==> config.mk <==
export PLATFORM = sky130hd
export DESIGN_NAME = barrier_sync
export DESIGN_NICKNAME = d
export VERILOG_FILES = /design/src/rtl/barrier_pkg.sv /design/src/rtl/barrier_pick.sv /design/src/rtl/barrier_slot.sv /design/src/rtl/barrier_sync.sv
export SDC_FILE = /design/constraint.sdc
export NUM_CORES = 1
export LEC_CHECK = 0
export BUFFER_PORTS_ARGS = -buffer_cell sky130_fd_sc_hd__clkbuf_2
export CAP_MARGIN = 20
export CORE_UTILIZATION = 55
export CTS_CLUSTER_SIZE = 12
export DETAILED_ROUTE_END_ITERATION = 10
export PLACE_DENSITY = 0.75
export SLEW_MARGIN = 20
export SYNTH_ARGS = -nofsm -noshare
export SYNTH_HDL_FRONTEND = slang
export SYNTH_HIERARCHICAL = 1
export SYNTH_SLANG_ARGS = --single-unit
export TNS_END_PERCENT = 5
==> constraint.sdc <==
create_clock -name clk -period 5.9 [get_ports clk]
set_input_delay 0.59 -clock clk [delete_from_list [all_inputs] [get_ports clk]]
set_output_delay 0.59 -clock clk [all_outputs]
set_load 0.02 [all_outputs]
==> src/rtl/barrier_pkg.sv <==
package barrier_pkg;

    typedef enum logic [1:0] {
        SLOT_IDLE = 2'd0,
        SLOT_WAIT = 2'd1,
        SLOT_REL  = 2'd2
    } slot_state_e;

    typedef enum logic {
        PH_GATHER = 1'b0,
        PH_DRAIN  = 1'b1
    } phase_e;

endpackage

==> src/rtl/barrier_pick.sv <==
module barrier_pick #(
    parameter int WIDTH = 4
) (
    input  logic [WIDTH-1:0] cand_i,
    output logic [WIDTH-1:0] gnt_o
);
    // lowest set bit wins
    always_comb begin
        gnt_o = cand_i & ~(cand_i - WIDTH'(1));
    end
endmodule

==> src/rtl/barrier_slot.sv <==
module barrier_slot
    import barrier_pkg::*;
(
    input  logic clk,
    input  logic rst_n,
    input  logic accept_i,
    input  logic release_all_i,
    input  logic depart_i,
    output logic idle_o,
    output logic rel_o
);
    slot_state_e state_d, state_q;

    always_comb begin
        state_d = state_q;
        unique case (state_q)
            SLOT_IDLE: begin
                if (accept_i) state_d = release_all_i ? SLOT_REL : SLOT_WAIT;
            end
            SLOT_WAIT: begin
                if (release_all_i) state_d = SLOT_REL;
            end
            SLOT_REL: begin
                if (depart_i) state_d = SLOT_IDLE;
            end
            default: state_d = SLOT_IDLE;
        endcase
    end

    always_ff @(posedge clk or negedge rst_n) begin
        if (!rst_n) state_q <= SLOT_IDLE;
        else        state_q <= state_d;
    end

    assign idle_o = (state_q == SLOT_IDLE);
    assign rel_o  = (state_q == SLOT_REL);

    // release is held until a departure is taken
    a_r5_release_held: assert property (@(posedge clk) disable iff (!rst_n)
        (rel_o && !depart_i) |=> rel_o);

    // release only falls after a granted departure
    a_r6_fall_on_depart: assert property (@(posedge clk) disable iff (!rst_n)
        $fell(rel_o) |-> $past(depart_i));

endmodule

==> src/rtl/barrier_sync.sv <==
module barrier_sync
    import barrier_pkg::*;
#(
    parameter int N_REQ = 4
) (
    input  logic             clk,
    input  logic             rst_n,
    input  logic [N_REQ-1:0] arrive_req,
    output logic [N_REQ-1:0] release_o,
    output logic             phase_o
);
    localparam int CNT_W = $clog2(N_REQ + 1);
    localparam logic [CNT_W-1:0] LAST_IN  = CNT_W'(N_REQ - 1);
    localparam logic [CNT_W-1:0] FULL_CNT = CNT_W'(N_REQ);

    typedef struct packed {
        logic [CNT_W-1:0] count;
        phase_e           phase;
    } core_t;

    core_t core_d, core_q;

    logic [N_REQ-1:0] slot_idle;
    logic [N_REQ-1:0] slot_rel;
    logic [N_REQ-1:0] arr_cand, dep_cand;
    logic [N_REQ-1:0] arr_gnt, dep_gnt;
    logic             take_arr, take_dep;
    logic             last_arr, last_dep;

    always_comb begin
        arr_cand = (core_q.phase == PH_GATHER) ? (arrive_req & slot_idle) : '0;
        dep_cand = (core_q.phase == PH_DRAIN)  ? (~arrive_req & slot_rel) : '0;
    end

    barrier_pick #(.WIDTH(N_REQ)) u_arr_pick (.cand_i(arr_cand), .gnt_o(arr_gnt));
    barrier_pick #(.WIDTH(N_REQ)) u_dep_pick (.cand_i(dep_cand), .gnt_o(dep_gnt));

    always_comb begin
        take_arr = |arr_gnt;
        take_dep = |dep_gnt;
        last_arr = take_arr && (core_q.count == LAST_IN);
        last_dep = take_dep && (core_q.count == CNT_W'(1));

        core_d = core_q;
        if (take_arr) core_d.count = core_q.count + CNT_W'(1);
        else if (take_dep) core_d.count = core_q.count - CNT_W'(1);
        if (last_arr) core_d.phase = PH_DRAIN;
        else if (last_dep) core_d.phase = PH_GATHER;
    end

    always_ff @(posedge clk or negedge rst_n) begin
        if (!rst_n) begin
            core_q.count <= '0;
            core_q.phase <= PH_GATHER;
        end else begin
            core_q <= core_d;
        end
    end

    for (genvar g = 0; g < N_REQ; g++) begin : g_slot
        barrier_slot u_slot (
            .clk          (clk),
            .rst_n        (rst_n),
            .accept_i     (arr_gnt[g]),
            .release_all_i(last_arr),
            .depart_i     (dep_gnt[g]),
            .idle_o       (slot_idle[g]),
            .rel_o        (slot_rel[g])
        );
    end

    assign release_o = slot_rel;
    assign phase_o   = core_q.phase;

    // tally moves by at most one per cycle
    a_r4_single_step: assert property (@(posedge clk) disable iff (!rst_n)
        1'b1 |=> (core_q.count == $past(core_q.count)) ||
                 (core_q.count == $past(core_q.count) + CNT_W'(1)) ||
                 (core_q.count == $past(core_q.count) - CNT_W'(1)));

    // tally never exceeds the group size
    a_r2_no_overflow: assert property (@(posedge clk) disable iff (!rst_n)
        core_q.count <= FULL_CNT);

    // draining is entered only with a full tally, all released
    a_r3_full_on_drain: assert property (@(posedge clk) disable iff (!rst_n)
        $rose(phase_o) |-> (core_q.count == FULL_CNT) && (&release_o));

    // gathering resumes only with an empty tally
    a_r8_empty_on_gather: assert property (@(posedge clk) disable iff (!rst_n)
        $fell(phase_o) |-> (core_q.count == '0) && (release_o == '0));

    // releases are confined to the draining phase
    a_r2_release_in_drain: assert property (@(posedge clk) disable iff (!rst_n)
        (|release_o) |-> phase_o);

    // no arrival is granted while draining
    a_r7_no_arrival_in_drain: assert property (@(posedge clk) disable iff (!rst_n)
        phase_o |-> (arr_gnt == '0));

    // at most one grant of either kind per cycle
    a_r4_one_grant: assert property (@(posedge clk) disable iff (!rst_n)
        $onehot0({arr_gnt, dep_gnt}));

endmodule

---- Yosys cells after proc, flatten, opt, wreduce, memory -nomap -nowiden ----
Cells that the tools add are included.
Widths: inputs -> output; s select.
word-level totals
  logic and storage cells ................. 73
  input bits .............................. 6
  register bits ........................... 12
  output and inout port bits .............. 5
operators by class
  add/subtract/negate cells ............... 4
  reduce and logical (&&, ||, !) cells .... 14
  bitwise gates (word level) .............. 7
  equality and inequality tests ........... 22
  muxes and demuxes ....................... 20
operators by type and width
  cell                 count
  $pmux 2 s3           4
  $mux 2               10
  $and 4x4->4          4
  $ne 2x2->1 const B   8
  $not 4->4            3
  $reduce_and 3->1     4
  $eq 2x1->1 const B   4
  $eq 2x2->1 const B   4
  $logic_not 2->1      4
  $mux 4               2
  $ne 2x1->1 const B   4
  $reduce_or 4->1      2
  $sub 4x1->4 const B  2
  $mux 3               2
  $reduce_bool 2->1    2
  $add 3x1->3 const B  1
  $eq 3x1->1 const B   1
  $eq 3x2->1 const B   1
  $sub 3x1->3 const B  1
  $logic_and 1x1->1    2
  $mux 1               2

---- Depth between registers and ports, before layout ----
  depth in word-level cells ............... 11
  mapped depth ............................ 9
  gate-level depth less buffers ........... 8

---- Hierarchy ----
Netlist, hierarchy kept.
modules (own cells, without submodules)
  module        area an instance (µm²)  seq. area each (µm²)  instances  cells each
  barrier_slot  95.1                    50.0                  4          9
  barrier_sync  354.1                   100.1                 1          37
  barrier_pick  36.3                    0.0                   2          4

---- Worst setup path before layout ----
Ideal clock, no wire load.
  path kind ............................... input -> register
  start point ............................. in arrive_req[1]
  end point ............................... reg core_q[2] (netlist name)
  stages .................................. 5
  required time ........................... 5774 ps
  path buffers ............................ 1
  arrival ................................. 1909 ps
  path slack .............................. 3865 ps
  library setup time ...................... 126 ps
  cells stage by stage .................... and3b_1 > nor2b_1 > or4_4 > buf_6 > a221o_1
between the ends
  elaborated cells between the ends (all ways) .. 15
  classes of those cells .................. 2 x add/sub; 3 x mux; 7 x bitwise; 3 x reduce/logical
RTL lines
  item                                                RTL line            RTL
  start: declaration                                  barrier_sync.sv:8   input logic [N_REQ-1:0] arrive_req,
  $and 4x4->4 *                                       barrier_sync.sv:31  arr_cand = (core_q.phase == PH_GATHER) ? (arrive_req & slot_idle) : '0;
  $mux 4 *                                            barrier_sync.sv:31
  $sub 4x1->4                                         barrier_pick.sv:9   gnt_o = cand_i & ~(cand_i - WIDTH'(1));
  $not 4->4                                           barrier_pick.sv:9
  $and 4x4->4 *                                       barrier_pick.sv:9
  named net arr_gnt[1]                                barrier_sync.sv:26  logic [N_REQ-1:0] arr_gnt, dep_gnt;
  $reduce_or 4->1 *                                   barrier_sync.sv:39  take_arr = |arr_gnt;
  $mux 3 / $reduce_bool 2->1 (equally long branches)  -
  end signal: assignment                              barrier_sync.sv:56  core_q <= core_d;
  end: declaration                                    barrier_sync.sv:21  core_t core_d, core_q;
Mark *: on every way through the listed nets, which the timed path passes. The rest lies on a longest branch.
A chain may end at the register's enable or synchronous reset.

---- Worst setup path in the final report ----
  start point ............................. reg g_slot[0].u_slot.state_q[1]
  end point ............................... reg core_q[2] (netlist name)
between the ends
  cells in the longest elaborated chain, start to end .. 8
  elaborated cells between the ends (all ways) .. 16
  classes of those cells .................. 2 x add/sub; 1 x eq/ne; 3 x mux; 6 x bitwise; 4 x reduce/logical
ends and longest elaborated chain
  item                                RTL line            RTL
  start: declaration                  barrier_slot.sv:12  slot_state_e state_d, state_q;
  start signal: assignment            barrier_slot.sv:32  else state_q <= state_d;
  $eq 2x2->1                          barrier_slot.sv:36  assign rel_o = (state_q == SLOT_REL);
  $and 4x4->4                         barrier_sync.sv:32  dep_cand = (core_q.phase == PH_DRAIN) ? (~arrive_req & slot_rel) : '0;
  $mux 4                              barrier_sync.sv:32
  named net dep_cand[0]               barrier_sync.sv:25  logic [N_REQ-1:0] arr_cand, dep_cand;
  $sub 4x1->4                         barrier_pick.sv:9
  $not 4->4                           barrier_pick.sv:9
  $and 4x4->4                         barrier_pick.sv:9
  named net dep_gnt[1]                barrier_sync.sv:26
  $reduce_or 4->1                     barrier_sync.sv:40  take_dep = |dep_gnt;
  $reduce_bool 2->1 (no source line)  -
The timed path passes the listed nets, and every way through them passes these cells.

==> metrics.md <==
| Metric | Value |
|---|---|
| Slew margin rel. | `between 70% and 80%` |
| Clk_skew | `0.00188 ns` |
| CTS resizes | `0` |
| Initial DRC Count | `11` |
| Width of the die | `slightly above 40 um` |
| Area Growth Syn to Fin | `9.77%` |
| Fmax | `0.482 GHz` |
| TNS Setup | `0 ns` |
| Yosys warnings | `6` |
| Port Buffers | `10` |
| Per-cell routed wire length | `12.9 um` |
| Synth Instances | `81` |
| Total Wirelength | `1380 um` |
| Largest net degree at the start of global routing | `13` |
| Hold Buf Count CTS | `0` |
| Final Hold Viols | `0` |
| Via count | `a little under 600` |
| Slowest CP cell | `or4_4` |
| Max clock buf depth | `2` |
| RSZ-0062 raised after global routing | `false` |
| Core region area | `1330 um^2` |
| Delay-heaviest family, CP | `simple AND/OR/NAND/NOR gates` |
| Drt drc | `0` |
| Layout cells sized above 1 | `29.3%` |
| TritonCTS clock tree | `done` |
| CTS H-tree lvls | `1` |
| Sequential-to-total area share from yosys stat | `37.2%` |
| Die Y | `between 40 and 50 um` |
| Post-synthesis average cell area | `9.96 um^2` |
| Maximum vdd drop | `0.241 mV` |
| CP Capture Type | `flip-flop` |
| R2r startpoint | `g_slot[0].u_slot/state_q[1]$_DFFE_PN0P_` |
| Setup-failing EPs final | `0` |
| Crit share post-route | `between 30% and 40%` |
| Worst skew pair latency | `between 0.2 and 0.3 ns` |
| Vias in the first global route | `541` |
| Row cnt | `13` |
| CP required | `6.06 ns` |
| Die area | `1620 um^2` |
| Antenna diode count | `0` |
| Post-route ant nets | `0` |
| Pin slew with the least headroom to its limit | `0.338 ns` |
| Max Slew Vio Count | `0` |
| Hold Crit Class | `input port to async pin` |
| I/O Pins | `11` |
| Critical Path AT | `approximately 2.2 ns` |
| Initial antenna violation count | `0` |
| Vias per inst | `5.40` |
| Total track usage | `21.7%` |
| Clk sinks | `12` |
| Total iterations of the first detailed-routing run | `4` |
| CP Cell Sequence | `nor2b_4 > and3b_1 > nor2b_1 > or4_4 > nor3b_1 > a221o_1` |
| Number of max-cap violations | `0` |
| Post-DP HPWL | `1080 um` |
| Status | `finished, final reports clean` |
| Critical path launch point | `g_slot[0].u_slot/state_q[1]$_DFFE_PN0P_` |
| Bufs and invs on worst path | `0` |
| Synthesized flop and latch total | `12` |
| GRT overflow | `0` |
| Yosys cell types | `24` |
| First-pass GRT wire length | `2300 um` |
| Post-Syn Area | `807 um^2` |
| CTS root buf | `clkbuf_4` |
| Crit-path max cell delay | `0.59 ns` |
| Crit Path Category | `flip-flop to flip-flop` |
| Initial Util | `60.5%` |
| Final period demand of the worst path | `around 2.1 ns` |
| Worst-path clk slew | `0.08 ns` |
| Syn_nets | `91` |
| Routability cong. | `0.747` |
| CP Max Fanout | `5` |
| Final core occ | `66.4%` |
| # Post-CTS Setup Buffers | `0` |
| Placed insts | `around 100` |
| Final nets | `approximately 100` |
| P per Cell Area | `~430 nW/um^2` |
| Setup crit start kind | `flip-flop` |
| Non-Filler Instances | `107` |
| CTS Buf Count | `3` |
| Leak | `about 0.40 nW` |
-- through the flow --
step	instance area [um^2]	hold WS [ns]	setup slack, ns	total power [mW]
after global routing	886	0.206	3.67	0.409
after CTS	886	0.197	3.81	0.383
after global placement	850	0.463	3.69	0.311
after detailed placement	850	0.477	3.67	0.317
after floorplan	807	0.294	3.87	0.290
final	886	0.187	3.82	0.382
-- state kept, by name, summed over array words and instances, names as in the netlist --
register	flops
g_slot.u_slot/state_q	8
phase_o	1
core_q	3
-- kinds of logic after synthesis --
kind of cell	synth area share (%)
AO/OA/AOI/OAI	9.92
XOR/XNOR	1.09
adder cells (fa/ha/maj)	6.20
buffers and inverters	6.51
flip-flops	37.2
AND/OR/NAND/NOR	39.1
-- cell usage after synthesis --
cell type / instances / area [um^2]
and2_4: 2 / 17.5
or4_4: 2 / 22.5
and3b_1: 4 / 35.0
nor3_1: 4 / 20.0
nor4b_2: 2 / 30.0
ha_1: 4 / 50.1
nor2_1: 13 / 48.8
xnor2_1: 1 / 8.76
nand2_1: 4 / 15.0
a311oi_2: 1 / 15.0
a221o_1: 1 / 10.0
buf_6: 1 / 11.3
nor2b_1: 2 / 12.5
buf_4: 2 / 15.0
o2bb2ai_1: 4 / 35.0
nor2b_4: 4 / 55.1
a211oi_2: 1 / 12.5
nand2b_1: 4 / 25.0
nor3b_1: 3 / 22.5
nor2_2: 1 / 6.26
nand3_1: 1 / 5.00
inv_1: 7 / 26.3
a21o_1: 1 / 7.51
dfrtp_1: 12 / 300
-- final cells by class --
type                            count  area (um^2)
Tap cell                           15         18.8
Clock buffer                        4         36.3
Fill cell                         115          448
Timing Repair Buffer               10         50.0
Sequential cell                    12          300
Multi-Input combinational cell     59          454
Inverter                            7         26.3
-- power breakdown --
part / switching, mW / internal [mW]
logic: 0.0834 / 0.0779
registers: 0.0396 / 0.114
clock network: 0.0289 / 0.0374
-- layer usage --
metal | vias up | track usage, % | part of all wire (%) | wire [um]
met5 | - | 0 | 0 | 0
met4 | 0 | 10.0 | 0.80 | 11
met3 | 2 | 3.33 | 2.3 | 32
met2 | 6 | 33.9 | 48 | 654
met1 | 270 | 29.3 | 49 | 676
li1 | 300 | - | - | -
-- worst register-to-register path, cell delays in order (launching register included) --
cell	delay, ns
dfrtp_1	0.39
nor2b_4	0.18
and3b_1	0.28
nor2b_1	0.09
or4_4	0.59
nor3b_1	0.16
a221o_1	0.26
-- path summary, 6_finish.rpt --
path                            slack [ns]                                 endpoint  cells past startpoint
worst min register to register        0.48  g_slot[2].u_slot/state_q[0]$_DFFE_PN0P_                      1
max in group asynchronous             5.49  g_slot[2].u_slot/state_q[0]$_DFFE_PN0P_                      1
worst min-delay path                  0.19  g_slot[3].u_slot/state_q[0]$_DFFE_PN0P_                      1
worst max-delay path                  3.82                    core_q[2]$_DFFE_PN0P_                      6
min in group clk                      0.48  g_slot[2].u_slot/state_q[0]$_DFFE_PN0P_                      1
worst max register to register        3.82                    core_q[2]$_DFFE_PN0P_                      6
-- cells in the final DEF, fill, tap and decap left out --
cell       Yosys  final
a211oi_2       1      1
a21o_1         1      1
a221o_1        1      1
a311oi_2       1      1
and2_4         2      2
and3b_1        4      4
clkbuf_2       0     10
clkbuf_4       0      3
clkbuf_8       0      1
dfrtp_1       12     12
ha_1           4      4
inv_1          7      7
nand2_1        4      4
nand2b_1       4      4
nand3_1        1      1
nor2_1        13     13
nor2_2         1      1
nor2b_1        2      2
nor2b_4        4      4
nor3_1         4      4
nor3b_1        3      3
nor4b_2        2      2
o2bb2ai_1      4      4
or4_4          2      2
xnor2_1        1      1
Power figures use the tool's default switching activity.
